**src/rtl/pcd_pkg.sv**
```systemverilog
package pcd_pkg;
  localparam int CTRL_EN_BIT   = 0;
  localparam int CTRL_RISE_BIT = 1;
  localparam int CLR_BIT       = 0;

  typedef struct packed {
    logic rise;
    logic en;
  } pcd_ctrl_t;
endpackage

```
**src/rtl/pcd_sync.sv**
```systemverilog
module pcd_sync #(
  parameter int W       = 8,
  parameter int STAGES  = 2,
  parameter logic RST_V = 1'b1
) (
  input  logic         clk,
  input  logic         rst_n,
  input  logic [W-1:0] d_i,
  output logic [W-1:0] q_o
);
  logic [W-1:0] stg [STAGES];

  always_ff @(posedge clk or negedge rst_n) begin
    if (!rst_n) stg[0] <= {W{RST_V}};
    else        stg[0] <= d_i;
  end

  for (genvar s = 1; s < STAGES; s++) begin : g_stage
    always_ff @(posedge clk or negedge rst_n) begin
      if (!rst_n) stg[s] <= {W{RST_V}};
      else        stg[s] <= stg[s-1];
    end
  end

  assign q_o = stg[STAGES-1];
endmodule

```
**src/rtl/pcd_regs.sv**
```systemverilog
module pcd_regs
  import pcd_pkg::*;
#(
  parameter int N_PORTS = 2,
  parameter int PORT_W  = 4,
  parameter int ADDR_W  = 2,
  localparam int PINS   = N_PORTS * PORT_W
) (
  input  logic              clk,
  input  logic              rst_n,
  input  logic              wr_en,
  input  logic [ADDR_W-1:0] wr_addr,
  input  logic [PORT_W-1:0] wr_data,
  input  logic              trig_i,
  output logic [PINS-1:0]   dir_o,
  output pcd_ctrl_t         ctrl_o,
  output logic              req_o,
  output logic              cfg_upd_o
);
  localparam logic [ADDR_W-1:0] A_CTRL = ADDR_W'(N_PORTS);
  localparam logic [ADDR_W-1:0] A_CLR  = ADDR_W'(N_PORTS + 1);

  for (genvar p = 0; p < N_PORTS; p++) begin : g_dir
    always_ff @(posedge clk or negedge rst_n) begin
      if (!rst_n)
        dir_o[p*PORT_W +: PORT_W] <= '0;
      else if (wr_en && wr_addr == ADDR_W'(p))
        dir_o[p*PORT_W +: PORT_W] <= wr_data;
    end
  end

  always_ff @(posedge clk or negedge rst_n) begin
    if (!rst_n) begin
      ctrl_o <= '0;
    end else if (wr_en && wr_addr == A_CTRL) begin
      ctrl_o.en   <= wr_data[CTRL_EN_BIT];
      ctrl_o.rise <= wr_data[CTRL_RISE_BIT];
    end
  end

  logic clr_hit;
  assign clr_hit = wr_en && (wr_addr == A_CLR) && wr_data[CLR_BIT];

  always_ff @(posedge clk or negedge rst_n) begin
    if (!rst_n)       req_o <= 1'b0;
    else if (trig_i)  req_o <= 1'b1;
    else if (clr_hit) req_o <= 1'b0;
  end

  always_ff @(posedge clk or negedge rst_n) begin
    if (!rst_n) cfg_upd_o <= 1'b0;
    else        cfg_upd_o <= wr_en && (wr_addr <= A_CTRL);
  end
endmodule

```
**src/rtl/pcd_arm.sv**
```systemverilog
module pcd_arm #(
  parameter int PINS        = 8,
  parameter int SYNC_STAGES = 2,
  localparam int PRIME      = SYNC_STAGES + 1,
  localparam int CNT_W      = $clog2(PRIME + 1)
) (
  input  logic            clk,
  input  logic            rst_n,
  input  logic [PINS-1:0] lvl_i,
  input  logic [PINS-1:0] dir_i,
  input  logic            rise_i,
  input  logic            cfg_upd_i,
  output logic            trig_o,
  output logic            armed_o
);
  logic [PINS-1:0] prev;
  logic [PINS-1:0] act_now, act_old, part;
  logic            any_edge, all_idle, primed;
  logic [CNT_W-1:0] cnt;

  assign part     = ~dir_i;
  assign act_now  = rise_i ? lvl_i : ~lvl_i;
  assign act_old  = rise_i ? prev  : ~prev;
  assign any_edge = |(act_now & ~act_old & part);
  assign all_idle = ~|(act_now & part);
  assign primed   = (cnt == CNT_W'(PRIME));
  assign trig_o   = primed && !cfg_upd_i && armed_o && any_edge;

  always_ff @(posedge clk or negedge rst_n) begin
    if (!rst_n) begin
      prev    <= '1;
      cnt     <= '0;
      armed_o <= 1'b0;
    end else begin
      prev <= lvl_i;
      if (!primed) begin
        cnt     <= cnt + 1'b1;
        armed_o <= 1'b0;
      end else if (cfg_upd_i) begin
        armed_o <= all_idle;
      end else if (trig_o) begin
        armed_o <= 1'b0;
      end else if (!armed_o && all_idle) begin
        armed_o <= 1'b1;
      end
    end
  end
endmodule

```
**src/rtl/pin_group_irq.sv**
```systemverilog
module pin_group_irq
  import pcd_pkg::*;
#(
  parameter int N_PORTS     = 2,
  parameter int PORT_W      = 4,
  parameter int SYNC_STAGES = 2,
  localparam int PINS       = N_PORTS * PORT_W,
  localparam int ADDR_W     = $clog2(N_PORTS + 2)
) (
  input  logic              clk,
  input  logic              rst_n,
  input  logic [PINS-1:0]   pins_i,
  input  logic              wr_en,
  input  logic [ADDR_W-1:0] wr_addr,
  input  logic [PORT_W-1:0] wr_data,
  output logic [PINS-1:0]   dir_o,
  output logic              rise_o,
  output logic              en_o,
  output logic              req_o,
  output logic              irq_o,
  output logic              wake_o
);
  logic [PINS-1:0] lvl_w;
  logic            trig_w, armed_w, cfg_upd_w;
  pcd_ctrl_t       ctrl_w;

  pcd_sync #(.W(PINS), .STAGES(SYNC_STAGES), .RST_V(1'b1)) u_sync (
    .clk(clk), .rst_n(rst_n), .d_i(pins_i), .q_o(lvl_w)
  );

  pcd_regs #(.N_PORTS(N_PORTS), .PORT_W(PORT_W), .ADDR_W(ADDR_W)) u_regs (
    .clk(clk), .rst_n(rst_n), .wr_en(wr_en), .wr_addr(wr_addr),
    .wr_data(wr_data), .trig_i(trig_w), .dir_o(dir_o), .ctrl_o(ctrl_w),
    .req_o(req_o), .cfg_upd_o(cfg_upd_w)
  );

  pcd_arm #(.PINS(PINS), .SYNC_STAGES(SYNC_STAGES)) u_arm (
    .clk(clk), .rst_n(rst_n), .lvl_i(lvl_w), .dir_i(dir_o),
    .rise_i(ctrl_w.rise), .cfg_upd_i(cfg_upd_w), .trig_o(trig_w),
    .armed_o(armed_w)
  );

  assign rise_o = ctrl_w.rise;
  assign en_o   = ctrl_w.en;
  assign irq_o  = req_o & ctrl_w.en;
  assign wake_o = req_o;
endmodule

```
**config.mk**
```make
export PLATFORM = sky130hd
export DESIGN_NAME = pin_group_irq
export DESIGN_NICKNAME = d
export VERILOG_FILES = /design/src/rtl/pcd_pkg.sv /design/src/rtl/pcd_sync.sv /design/src/rtl/pcd_regs.sv /design/src/rtl/pcd_arm.sv /design/src/rtl/pin_group_irq.sv
export SDC_FILE = /design/constraint.sdc
export NUM_CORES = 1
export LEC_CHECK = 0
export ABC_AREA = 1
export BUFFER_PORTS_ARGS = -buffer_cell sky130_fd_sc_hd__buf_4
export CORE_UTILIZATION = 44
export DETAILED_ROUTE_END_ITERATION = 8
export PLACE_DENSITY = 0.65
export SLEW_MARGIN = 40
export SYNTH_ARGS = -nofsm -noshare
export SYNTH_HDL_FRONTEND = slang
export SYNTH_SLANG_ARGS = --single-unit
```
**constraint.sdc**
```tcl
create_clock -name clk -period 1.75 [get_ports clk]
set_clock_uncertainty 0.15 [all_clocks]
set_input_delay 0 -clock clk [delete_from_list [all_inputs] [get_ports clk]]
set_output_delay 0 -clock clk [all_outputs]
set_load 0.03 [all_outputs]
```
==> flow_summary.json <==
{
  "syn_avg_cell_area_um2": 9.61,
  "ys_seq_area_share_pct": 60.2,
  "layout.cells.non_filler": 273,
  "p_leak_nw": 1.09,
  "die_w_um": 63.6,
  "cp.required_ns": 1.84,
  "hold_class": "in -> async",
  "track_usage_pct": 18.7,
  "cts_tree": "built",
  "routed_wl_um": 3300,
  "vias": 1287,
  "num_rows": 22,
  "slew_headroom_pct": 69.8,
  "syn_to_final_growth_pct": 30.7,
  "yosys-top-cells-area": "dfstp_2 (38%), dfrtp_1 (22%), nand2_1 (12%)",
  "placement.io_buffers": 29,
  "peakVddDrop_mv": 0.592,
  "tightest_slew_ns": 0.453,
  "status": "complete, no violations",
  "ctsResizeCount": 0,
  "drt_iter0_drc": 54,
  "grt_max_degree": 40,
  "crit_type": "reg -> reg",
  "core_mm2": 0.00366,
  "placed_cells": 248,
  "clock-root-buffer": "clkbuf_8",
  "synth_cell_types": 19,
  "wire_per_inst_um": 12.1,
  "antennaDiodeCount": 0,
  "dieArea_mm2": 0.00405,
  "power_w": 0.00232,
  "synth_seq_cells": 39,
  "grt_pass1_vias": 1338,
  "yosysTopAreaCellShare_pct": 37.7,
  "area.sequential_mm2": 0.00101,
  "synth_area_mm2": 0.00167,
  "drt-pass1-iter-count": 4,
  "drive_above_1_share_pct": 28.4,
  "ant_nets": 0,
  "h-tree-depth": 2,
  "min_period_over_period_pct": 86.7,
  "tns_ns": 0,
  "maxCapViolations": 0,
  "clock-sinks": 39,
  "die_y_um": 63.6,
  "ys_warn_count": 0,
  "dp_hpwl_um": 2250,
  "rsz0062_at_grt": "false",
  "multi_input_area_um2": 514,
  "synthCells": 174,
  "num-nets-final": 242,
  "setup_viol": 0,
  "end_kind": "flip-flop",
  "cts.clk_slew.worst_paths_ns": 0.08,
  "via_per_inst": 4.71,
  "cp.arrival_ns": 1.60,
  "drc": 0,
  "crit_fanout": 19,
  "num_io_pins": 30,
  "antenna_found_initial": 0,
  "gp_congestion": 0.814,
  "fmax_ghz": 0.659,
  "insertion_delay_ns": 0.30,
  "powerDensity_mw_per_mm2": 1060,
  "yosysTopAreaCell": "dfstp_2",
  "hold_slack_ns": 0.0462,
  "numCtsBuffers": 5,
  "grt_pass1_wl_um": 5660,
  "cp-start-kind": "flip-flop",
  "drv_slew": 0,
  "fillers": 311,
  "syn_nets": 192,
  "overflow": 0,
  "clock_path_buffers": 2,
  "start_util_pct": 45.7,
  "hold_viol_final": 0,
  "period_minus_slack_ns": 1.52
}
==> repair_timing <==
action / in CTS / in global routing
hold buffers: 17 / 0
setup buffers: 0 / 0
hold endpoints to repair: 59 / 0
==> through the flow <==
step	util, %	cell area [um^2]	setup slack (ns)
final	59.7	2180	0.233
after global routing	59.7	2180	0.0787
after CTS	59.7	2180	0.232
after detailed placement	52.3	1920	0.247
after global placement	52.3	1920	0.308
after floorplan	-	1670	0.134
==> final timing paths <==
| kind | start | endpoint | slack [ns] | cells past startpoint |
|---|---|---|---|---|
| worst max-delay path | u_regs.ctrl_o[1] | u_arm.armed_o | 0.23 | 10 |
| worst min-delay path | rst_n | u_regs.dir_o[6] | 0.05 | 2 |
| worst max register to register | u_regs.ctrl_o[1] | u_arm.armed_o | 0.23 | 10 |
| worst min register to register | u_sync.stg[9] | u_sync.q_o[1] | 0.21 | 0 |
| max in group asynchronous | rst_n | u_sync.stg[8] | 1.05 | 2 |
| min in group clk | pins_i[6] | u_sync.stg[14] | 0.20 | 2 |
==> synth_stat cells (all sizes together) <==
| cell type | instances |
|---|---|
| nand3b | 7 |
| nand2 | 54 |
| dfstp | 24 |
| xnor2 | 1 |
| o21ai | 11 |
| xor2 | 5 |
| buf | 4 |
| inv | 24 |
| a21oi | 8 |
| ha | 1 |
| dfrtp | 15 |
| nor2 | 6 |
| a21boi | 1 |
| nand3 | 13 |
==> kinds of logic (layout without fill, tap and decap cells) <==
logic type	after synthesis	in the layout	synth area share [%]
AND/OR/NAND/NOR	80	80	20.5
flip-flops	39	39	60.2
buffers and inverters	28	79	9.06
AO/OA/AOI/OAI	20	20	6.36
XOR/XNOR	6	6	3.14
adder cells (fa/ha/maj)	1	1	0.748
==> worst max-delay path, cell delays in order (launching register included) <==
cell	delay [ns]
dfrtp_1	0.40
buf_12	0.16
inv_8	0.10
nand2_1	0.08
nand3b_1	0.10
nand2_1	0.05
nor2_1	0.11
nand2_1	0.08
a21oi_2	0.11
nand2_1	0.06
inv_1	0.05
==> where the power goes <==
| part | switching [W] | internal (W) |
|---|---|---|
| clock network | 0.000313 | 0.000321 |
| registers | 0.0000736 | 0.00101 |
| logic | 0.000358 | 0.000248 |
==> cell type report <==
| cell class | instances | share of cell area (%) |
|---|---|---|
| multi-input cells | 107 | 23.5 |
| repair buffers | 47 | 18.7 |
| inverters | 24 | 4.47 |
| clock inverters | 2 | 0.745 |
| clock buffers | 6 | 3.78 |
| well taps | 48 | 2.75 |
| flip-flops and latches | 39 | 46.0 |
==> placed cells by master (no fill, tap or decap), drive strengths merged <==
cell         count
nand2           54
o21ai           11
nand3           13
xnor2            1
nor2             6
inv             24
a21oi            8
clkinv           1
dfrtp           15
nand3b           7
a21boi           1
clkinvlp         1
buf             30
ha               1
dfstp           24
clkbuf           6
xor2             5
dlygate4sd3     17
==> layer usage <==
| layer | vias to the layer above | wire length, um | GRT usage [%] |
|---|---|---|---|
| li1 | 641 | - | - |
| met1 | 607 | 1430 | 20.8 |
| met2 | 30 | 1650 | 31.6 |
| met3 | 9 | 134 | 5.25 |
| met4 | 0 | 92 | 11.1 |
| met5 | - | 0 | 0 |
==> flip-flops by register name, summed over array words and instances, names as in the netlist <==
register / count
u_regs.dir_o: 8
u_regs.ctrl_o: 2
u_regs.cfg_upd_o: 1
u_sync.q_o: 8
u_arm.cnt: 2
u_arm.prev: 8
u_arm.armed_o: 1
u_regs.req_o: 1
u_sync.stg: 8
Note: power is estimated with default switching activity, not from simulation.
